## config.mk

```make
export PLATFORM = sky130hd
export DESIGN_NAME = rtc_bcd_regs
export DESIGN_NICKNAME = d
export VERILOG_FILES = /design/src/rtl/rtc_pkg.sv /design/src/rtl/rtc_bcd_field.sv /design/src/rtl/rtc_month_days.sv /design/src/rtl/rtc_wr_filter.sv /design/src/rtl/rtc_bcd_regs.sv
export SDC_FILE = /design/constraint.sdc
export NUM_CORES = 1
export LEC_CHECK = 0
export BUFFER_PORTS_ARGS = -buffer_cell sky130_fd_sc_hd__buf_4
export CAP_MARGIN = 10
export CORE_ASPECT_RATIO = 2
export CORE_MARGIN = 2
export CORE_UTILIZATION = 38
export DETAILED_ROUTE_END_ITERATION = 7
export HOLD_SLACK_MARGIN = 0.15
export PLACE_DENSITY = 0.51
export SKIP_CTS_REPAIR_TIMING = 1
export SLEW_MARGIN = 20
export SYNTH_ARGS = -nofsm -noshare
export SYNTH_HDL_FRONTEND = slang
export SYNTH_SLANG_ARGS = --single-unit
```

## constraint.sdc

```tcl
create_clock -name clk -period 5.3 [get_ports clk]
set_input_delay 0.53 -clock clk [delete_from_list [all_inputs] [get_ports clk]]
set_output_delay 0.53 -clock clk [all_outputs]
set_load 0.01 [all_outputs]
```

## src/rtl/rtc_pkg.sv

```systemverilog
package rtc_pkg;

   typedef enum logic [2:0] {
      RG_CTRL = 3'd0,
      RG_SEC  = 3'd1,
      RG_MIN  = 3'd2,
      RG_HOUR = 3'd3,
      RG_DAY  = 3'd4,
      RG_DATE = 3'd5,
      RG_MON  = 3'd6,
      RG_YEAR = 3'd7
   } rtc_reg_e;

   // counted field slots, least significant first (carry order)
   localparam int FI_SEC  = 0;
   localparam int FI_MIN  = 1;
   localparam int FI_HOUR = 2;
   localparam int FI_DATE = 3;
   localparam int FI_MON  = 4;
   localparam int FI_YEAR = 5;
   localparam int N_FIELD = 6;

   function automatic logic bcd_digits_ok(input logic [7:0] v);
      return (v[3:0] <= 4'd9) && (v[7:4] <= 4'd9);
   endfunction

   function automatic logic [7:0] bcd_step(input logic [7:0] v);
      if (v[3:0] >= 4'd9) return {v[7:4] + 4'd1, 4'd0};
      return {v[7:4], v[3:0] + 4'd1};
   endfunction

   // value a field returns to after it wraps
   function automatic logic [7:0] field_low(input int idx);
      return (idx == FI_DATE || idx == FI_MON) ? 8'h01 : 8'h00;
   endfunction

   // register index that writes a given field slot
   function automatic rtc_reg_e field_reg(input int idx);
      case (idx)
         FI_SEC:  return RG_SEC;
         FI_MIN:  return RG_MIN;
         FI_HOUR: return RG_HOUR;
         FI_DATE: return RG_DATE;
         FI_MON:  return RG_MON;
         default: return RG_YEAR;
      endcase
   endfunction

endpackage

```

## src/rtl/rtc_bcd_field.sv

```systemverilog
module rtc_bcd_field
   import rtc_pkg::*;
#(
   parameter logic [7:0] LOW = 8'h00
) (
   input  logic [7:0] cur,
   input  logic [7:0] limit,
   input  logic       inc,
   output logic [7:0] nxt,
   output logic       carry
);

   // wrap at or beyond the limit so an over-range value is corrected
   assign carry = inc && (cur >= limit);

   always_comb begin
      if (!inc)       nxt = cur;
      else if (carry) nxt = LOW;
      else            nxt = bcd_step(cur);
   end

endmodule

```

## src/rtl/rtc_month_days.sv

```systemverilog
module rtc_month_days #(
   parameter int YEAR_BASE = 1900
) (
   input  logic [7:0] month,
   input  logic [7:0] year,
   output logic [7:0] days
);

   // (10*hi + lo) mod 4 equals (2*hi + lo) mod 4
   logic [4:0] mod_sum;
   logic       div4;
   logic       leap;

   assign mod_sum = {year[7:4], 1'b0} + {1'b0, year[3:0]};
   assign div4    = (mod_sum[1:0] == 2'b00);

   generate
      if (YEAR_BASE == 1900) begin : g_base_1900
         // year 00 is 1900, not a leap year
         assign leap = div4 && (year != 8'h00);
      end else begin : g_base_1968
         assign leap = div4;
      end
   endgenerate

   always_comb begin
      case (month)
         8'h02:                      days = leap ? 8'h29 : 8'h28;
         8'h04, 8'h06, 8'h09, 8'h11: days = 8'h30;
         default:                    days = 8'h31;
      endcase
   end

endmodule

```

## src/rtl/rtc_wr_filter.sv

```systemverilog
module rtc_wr_filter
   import rtc_pkg::*;
(
   input  rtc_reg_e   sel,
   input  logic [7:0] wdata,
   output logic       accept,
   output logic [7:0] fval
);

   logic [7:0] v7, v6, v5;

   assign v7 = {1'b0, wdata[6:0]};
   assign v6 = {2'b00, wdata[5:0]};
   assign v5 = {3'b000, wdata[4:0]};

   always_comb begin
      accept = 1'b1;
      fval   = wdata;
      case (sel)
         RG_CTRL: fval = (wdata & 8'h5F) | 8'h90;
         RG_SEC, RG_MIN: begin
            fval   = v7;
            accept = bcd_digits_ok(v7) && (v7 <= 8'h59);
         end
         RG_HOUR: begin
            fval   = v6;
            accept = bcd_digits_ok(v6) && (v6 <= 8'h23);
         end
         RG_DAY: fval = {1'b0, wdata[6], 3'b000, wdata[2:0]};
         RG_DATE: begin
            fval   = v6;
            accept = bcd_digits_ok(v6) && (v6 != 8'h00) && (v6 <= 8'h31);
         end
         RG_MON: begin
            fval   = v5;
            accept = bcd_digits_ok(v5) && (v5 != 8'h00) && (v5 <= 8'h12);
         end
         default: accept = bcd_digits_ok(wdata);
      endcase
   end

endmodule

```

## src/rtl/rtc_bcd_regs.sv

```systemverilog
module rtc_bcd_regs
   import rtc_pkg::*;
#(
   parameter int ADDR_W    = 4,
   parameter int YEAR_BASE = 1900
) (
   input  logic              clk,
   input  logic              rst_n,
   input  logic              sec_tick,
   input  logic              wr_en,
   input  logic [ADDR_W-1:0] addr,
   input  logic [7:0]        wr_data,
   output logic [7:0]        rd_data
);

   localparam int         SEL_W    = 3;
   localparam logic [7:0] CTRL_RST = 8'h90;

   generate
      if (ADDR_W < SEL_W) begin : g_bad_addr_w
         $error("rtc_bcd_regs: ADDR_W must be at least 3");
      end
      if (YEAR_BASE != 1900 && YEAR_BASE != 1968) begin : g_bad_base
         $error("rtc_bcd_regs: YEAR_BASE must be 1900 or 1968");
      end
   endgenerate

   logic [N_FIELD-1:0][7:0] f_q, f_nxt, f_d, f_lim;
   logic [N_FIELD:0]        inc;
   logic [7:0]              ctrl_q;
   logic                    stop_q;
   logic [2:0]              dow_q, dow_d;
   logic                    cent_q, cent_d;
   logic [7:0]              days;
   logic                    in_map, wr_hit, accept;
   logic [7:0]              fval;
   rtc_reg_e                sel;

   // address decode
   generate
      if (ADDR_W > SEL_W) begin : g_hi_dec
         assign in_map = ~|addr[ADDR_W-1:SEL_W];
      end else begin : g_no_hi
         assign in_map = 1'b1;
      end
   endgenerate

   assign sel    = rtc_reg_e'(addr[SEL_W-1:0]);
   assign wr_hit = wr_en && in_map;

   rtc_wr_filter u_filt (
      .sel    (sel),
      .wdata  (wr_data),
      .accept (accept),
      .fval   (fval)
   );

   rtc_month_days #(.YEAR_BASE(YEAR_BASE)) u_mdays (
      .month (f_q[FI_MON]),
      .year  (f_q[FI_YEAR]),
      .days  (days)
   );

   // per-field wrap limits
   assign f_lim[FI_SEC]  = 8'h59;
   assign f_lim[FI_MIN]  = 8'h59;
   assign f_lim[FI_HOUR] = 8'h23;
   assign f_lim[FI_DATE] = days;
   assign f_lim[FI_MON]  = 8'h12;
   assign f_lim[FI_YEAR] = 8'h99;

   assign inc[0] = sec_tick && !stop_q;

   // carry chain, then write override per field
   generate
      for (genvar i = 0; i < N_FIELD; i++) begin : g_field
         rtc_bcd_field #(.LOW(field_low(i))) u_fld (
            .cur   (f_q[i]),
            .limit (f_lim[i]),
            .inc   (inc[i]),
            .nxt   (f_nxt[i]),
            .carry (inc[i+1])
         );
         assign f_d[i] = (wr_hit && accept && (sel == field_reg(i))) ? fval : f_nxt[i];
      end
   endgenerate

   // day of week advances with the hour carry
   always_comb begin
      dow_d  = dow_q;
      cent_d = cent_q;
      if (inc[FI_DATE]) dow_d = (dow_q >= 3'd6) ? 3'd0 : dow_q + 3'd1;
      if (wr_hit && sel == RG_DAY) begin
         dow_d  = fval[2:0];
         cent_d = fval[6];
      end
   end

   always_ff @(posedge clk) begin
      if (!rst_n) begin
         f_q[FI_SEC]  <= 8'h00;
         f_q[FI_MIN]  <= 8'h00;
         f_q[FI_HOUR] <= 8'h00;
         f_q[FI_DATE] <= 8'h01;
         f_q[FI_MON]  <= 8'h01;
         f_q[FI_YEAR] <= 8'h00;
         ctrl_q       <= CTRL_RST;
         stop_q       <= 1'b0;
         dow_q        <= 3'd0;
         cent_q       <= 1'b0;
      end else begin
         f_q    <= f_d;
         dow_q  <= dow_d;
         cent_q <= cent_d;
         if (wr_hit && sel == RG_CTRL) ctrl_q <= fval;
         if (wr_hit && sel == RG_SEC)  stop_q <= wr_data[7];
      end
   end

   // read mux
   always_comb begin
      rd_data = 8'h00;
      if (in_map) begin
         case (sel)
            RG_CTRL: rd_data = ctrl_q;
            RG_SEC:  rd_data = {stop_q, f_q[FI_SEC][6:0]};
            RG_MIN:  rd_data = f_q[FI_MIN];
            RG_HOUR: rd_data = f_q[FI_HOUR];
            RG_DAY:  rd_data = {1'b0, cent_q, 3'b000, dow_q};
            RG_DATE: rd_data = f_q[FI_DATE];
            RG_MON:  rd_data = f_q[FI_MON];
            default: rd_data = f_q[FI_YEAR];
         endcase
      end
   end

endmodule

```

After elaboration in Yosys (flattened, before gate mapping) --
Index checks and enable logic that the tools add are counted.
Storage, ports and cells: bits in registers 61, output and inout bits 8, memories kept 0, bits in read-only memories 0, bits in latches 0, RAM bits 0
Operators by class: mux-type cells 57, bitwise logic cells 0, eq/ne operators 12, $mul 0, shift-type cells 0, $lt $le $gt $ge 22, divide/modulo/power cells 0, $add $sub $neg 14, reductions and logical operators 59
Operator list (number):
- 8-bit two-way mux | 31
- 8-bit one-hot mux with 7 select lines | 1
- 4-bit by 1-bit adder with 4-bit output (second input constant) | 12
- 8-bit one-hot mux with 5 select lines | 1
- 1-bit logical AND | 29
- 4-bit greater-or-equal comparator (second input constant) | 6
- 8-bit nonzero test | 3
- 1-bit two-way mux | 19
- 3-bit nonzero test | 6
- 8-bit by 3-bit == test with 1-bit output (second input constant) | 2
- 8-bit by 7-bit greater-or-equal comparator with 1-bit output (second input constant) | 2
- 8-bit one-hot mux with 2 select lines | 1
- 2-bit nonzero test | 7
- 3-bit == test (second input constant) | 4
- 6-bit <= comparator (second input constant) | 2
- 2-bit AND reduction | 6
- 3-bit two-way mux | 3
- 8-bit by 2-bit == test with 1-bit output (second input constant) | 1
- 8-bit by 4-bit == test with 1-bit output (second input constant) | 1
- 8-bit by 5-bit == test with 1-bit output (second input constant) | 1
- 8-bit by 5-bit greater-or-equal comparator with 1-bit output (second input constant) | 1
- 8-bit by 6-bit greater-or-equal comparator with 1-bit output (second input constant) | 1
- 8-bit greater-or-equal comparator | 1
- 8-bit greater-or-equal comparator (second input constant) | 1
- other kinds (17) | 22

Longest topological paths before layout --
depth in word-level cells 15, depth in mapped cells 14

Cells and area by module --
From an unflattened synthesis, not the netlist that was laid out.
Unflattened totals: cells, all modules 751, area, all modules 6127.1 sq um
By module, submodules not included:
- rtc_bcd_regs | instances 1, area an instance 3021.6 sq um, cells an instance 316, sequential area each 1221.2 sq um
- rtc_bcd_field (g_field[0].u_fld ...) | instances 4, area an instance 450.4 sq um, cells an instance 63, sequential area each 0.0 sq um
- rtc_bcd_field (g_field[3].u_fld ...) | instances 2, area an instance 450.4 sq um, cells an instance 61, sequential area each 0.0 sq um
- rtc_wr_filter | instances 1, area an instance 261.5 sq um, cells an instance 40, sequential area each 0.0 sq um
- rtc_month_days | instances 1, area an instance 141.4 sq um, cells an instance 21, sequential area each 0.0 sq um

Worst setup path after synthesis --
Ideal clock, no wire load.
kind reg2reg, start register f_q[35] (netlist bit), end register f_q[28] (netlist bit), arrival time 2681 ps, clock period less this slack 2745 ps, cell stages (with the launch flop) 14, path slack 2555 ps, path buffers 1, cells stage by stage dfxtp_1 > clkbuf_1 > mux2_2 > nand2_1 > o21ai_0 > nand3_1 > o21a_1 > ha_1 > nor4b_1 > nor2_1 > o21ai_1 > nor2_1 > o311a_1 > nor2_1
On the way: cells in the longest elaborated chain, start to end 8
Ends and longest elaborated chain:
- start: declaration | line rtc_bcd_regs.sv:28 | logic [N_FIELD-1:0][7:0] f_q, f_nxt, f_d, f_lim;
- start signal: indexed assignment | line rtc_bcd_regs.sv:101 | f_q[FI_SEC] <= 8'h00;
- start signal: indexed assignment | line rtc_bcd_regs.sv:102 | f_q[FI_MIN] <= 8'h00;
- start signal: indexed assignment | line rtc_bcd_regs.sv:103 | f_q[FI_HOUR] <= 8'h00;
- 8-bit by 3-bit == test with 1-bit output (tied with other cells) | line rtc_month_days.sv:27 | case (month)
- 4-bit OR reduction | line rtc_month_days.sv:27
- 8-bit one-hot mux with 2 select lines * | line rtc_month_days.sv:27
- 8-bit greater-or-equal comparator * | line rtc_bcd_field.sv:14 | assign carry = inc && (cur >= limit);
- 1-bit logical AND * | line rtc_bcd_field.sv:14
- 8-bit two-way mux | line rtc_bcd_field.sv:18 | else if (carry) nxt = LOW;
- 8-bit two-way mux | line rtc_bcd_field.sv:17 | if (!inc) nxt = cur;
- 8-bit two-way mux | line rtc_bcd_regs.sv:84 | assign f_d[i] = (wr_hit && accept && (sel == field_reg(i))) ? fval : f_nxt[i];
Mark *: on every way between the ends. The rest lies on a longest branch, timed or not. The select of a mux whose other input is x is not followed. A chain may end at the register's enable or synchronous reset.

Worst setup path in the final report --
start register f_q[35] (netlist bit), end register f_q[34] (netlist bit)
On the way: cells in the longest elaborated chain, start to end 9
Ends and longest elaborated chain (line):
- 8-bit by 3-bit == test with 1-bit output (tied with other cells) | rtc_month_days.sv:27
- 4-bit OR reduction | rtc_month_days.sv:27
- 8-bit one-hot mux with 2 select lines | rtc_month_days.sv:27
- 8-bit greater-or-equal comparator | rtc_bcd_field.sv:14
- 1-bit logical AND (2 in a row) | rtc_bcd_field.sv:14
- 8-bit two-way mux | rtc_bcd_field.sv:18
- 8-bit two-way mux | rtc_bcd_field.sv:17
- 8-bit two-way mux | rtc_bcd_regs.sv:84
Several ways; a longest one is shown, not always the timed one. The select of a mux whose other input is x is not followed.

==> results.md <==
- CTS sink count: 61
- Clk Tree Root Cell: clkbuf_16
- RSZ-0062 raised after global routing: no
- Final HPWL DP: 12670 microns
- Crit-path most repeated cell: nor2_1
- Max frequency: 311.5 MHz
- Register cell area after layout: 0.001221 sq mm
- Number of synthesized flops with an enable pin: 0
- Post-synth ARST share: 0
- Final worst setup slack: 2.090 ns
- Vias in the first global route: 4772
- Clock tree buffer depth: 2
- Synth area leader: dfxtp_1
- Drt first pass iters: 5
- Routability congestion estimate: 0.8964
- DP Worst Slack: 2.110 ns
- Num rows: 57
- Power, Total: 1.226 mW
- Critical-path cell list: mux2_2 > nand2_1 > o21ai_0 > nand3_1 > o21a_1 > ha_1 > nor4b_1 > nor2_1 > o21ai_1 > nor2_1 > nand4b_1 > a311oi_1
- CP Class: flip-flop to flip-flop
- Ratio of cells with drive above 1 in the final layout: 0.09325
- Count leader, synth: dfxtp_1
- Outcome: complete, no violations
- Worst-path cell with the longest stage delay: dfxtp_1
- Worst-path clk slew: 0.05 ns
- CP arrival: 3.46 ns
- N_diodes: 0
- Synth unique cells: 73
- Global-route wire length before repair: 26040 microns
- Crit path required time: 5.55 ns
- Post-synth net total: 675
- Fillers: 1274
- Top-level I/O count: 24
- Leak pwr: 1.964 nW
- Final #Nets: 671
- Min-delay worst type: flip-flop to flip-flop
- Max_cap viols: 0
- Power density cells: 236.2 mW/mm^2
- GRT Total Usage: 0.2653
- Final wirelength: 16750 microns
- Setup TNS: 0 ns
- Slew headroom: 0.3505
- Average size of a mapped cell: 7.560 sq um
- Die X: 82.60 microns
- Die area: 0.01331 sq mm
- Core Area: 0.01212 sq mm
- Post-Synthesis Cells: 621
- Period utilization: 0.6057
- Routed len/inst: 21.78 microns
- Antenna Nets Post-Route: 0
- Crit end category: flip-flop
- Finish-stage setup viols: 0
- Antenna violations before repair: 0
- Total grt overflow: 0
- Initial DRC Count: 351
- Die span in y: 161.2 microns
- Via count: 4790
- Sequential fraction of the synthesis area: 0.2601
- Hold Fails Final Rpt: 0
- Post-Layout Inst Area: 0.005190 sq mm
- CP max stage delay: 0.58 ns
- Multi-input logic area: 0.003177 sq mm
- Slew at the pin closest to its max-slew limit: 0.9640 ns
- Num CTS Buffers: 9
- Top cells by count, synth: 61 x dfxtp_1, 60 x nor2_1, 56 x nand2_1
- Initial Util: 0.3872
- CTS H-tree lvls: 3
- CTS tree: built
- Post-DP Area: 0.004878 sq mm
- Worst hold margin: 0.4458 ns
- Max Slew Vio Count: 0
- Cell Area, Synth: 0.004695 sq mm
- Peak supply drop: 0.1808 mV
- Top-area cell type share of the netlist area: 0.2601
- Area delta synth->final: 10.55%
- Largest net degree at the start of global routing: 45
- Setup crit start kind: flip-flop
- Fin Clk Skew: 0.003752 ns
- DRC errors left: 0
- DR vias/cell: 6.229
- Port Buffers: 23
- Main flop type after synthesis: dfxtp_1
- Worst-path fanout max: 8
- Min Tclk post-route: 3.210 ns
- Synthesis-stage register bit count: 61
- Yosys warning total: 0
- Synth top area cells: dfxtp_1 26%, ha_1 10%, o21ai_0 5.7%, nor2_1 4.8%, nand2_1 4.5%
- Worst skew pair latency: 0.34 ns
[power breakdown]
part           total (mW)  switching, mW  internal (mW)
clock network       0.620          0.220          0.400
logic               0.134         0.0918         0.0426
registers           0.471        0.00769          0.464
[layout make-up]
cell class | instances | area share
clock buffer | 12 | 0.05135
clock inverter | 4 | 0.008679
inverter | 31 | 0.02242
multi-input combinational | 490 | 0.6121
sequential | 61 | 0.2353
tap | 147 | 0.03544
timing repair buffer | 24 | 0.03472
[worst max-delay path: cells and delay by family (launching register included)]
family	cells	cell delay (ns)
fa+ha+maj	1	0.27
compound gates	4	0.87
simple gates	6	1.16
mux	1	0.24
flops	1	0.58
[metal layers]
metal | routed length [microns] | GRT usage
met1 | 5957 | 0.2794
met2 | 9005 | 0.4696
met3 | 726 | 0.03799
met4 | 1055 | 0.1706
met5 | 0 | 0
[state kept, by name, indices dropped and copies added, names as in the netlist]
register	cells
f_q	48
dow_q	3
ctrl_q	8
stop_q	1
cent_q	1
[cells by family (layout without fill, tap and decap cells)]
family / after synthesis / after routing / share of synthesized area
flip-flops: 61 / 61 / 0.2601
buffers and inverters: 70 / 71 / 0.06316
AO/OA/AOI/OAI: 197 / 197 / 0.2761
AND/OR/NAND/NOR: 242 / 242 / 0.2689
multiplexers: 11 / 11 / 0.02665
adder cells (fa/ha/maj): 38 / 38 / 0.1013
XOR/XNOR: 2 / 2 / 0.003732
[cells in the final DEF, fill, tap and decap left out, types with 8 or more instances in the layout]
cell / synthesis / final
nor3_1: 18 / 18
a311oi_1: 10 / 10
clkbuf_16: 0 / 9
buf_4: 0 / 24
o211ai_1: 10 / 10
a211oi_1: 9 / 9
o21ai_0: 53 / 53
mux2i_1: 8 / 8
dfxtp_1: 61 / 61
inv_1: 31 / 31
nand3_1: 32 / 32
nor2b_1: 9 / 9
o21ai_1: 12 / 12
a31oi_1: 12 / 12
nand2_1: 56 / 56
or4_1: 8 / 8
ha_1: 38 / 38
nor2_1: 60 / 60
a21oi_1: 34 / 34
[final timing paths]
kind | from | to | slack [ns] | cells past startpoint
setup / recovery | f_q[35] | f_q[34] | 2.09 | 12
hold reg to reg | ctrl_q[4] | ctrl_q[4] | 0.45 | 1
setup reg to reg | f_q[35] | f_q[34] | 2.09 | 12
hold / removal | ctrl_q[4] | ctrl_q[4] | 0.45 | 1
[through the flow]
step             util  cells
3_5_place_dp   0.4024    753
3_3_place_gp   0.4024    753
6_report       0.4281    769
4_1_cts        0.4281    769
2_1_floorplan       -    621
5_1_grt        0.4281    769
Note: power is estimated with default switching activity, not from simulation.
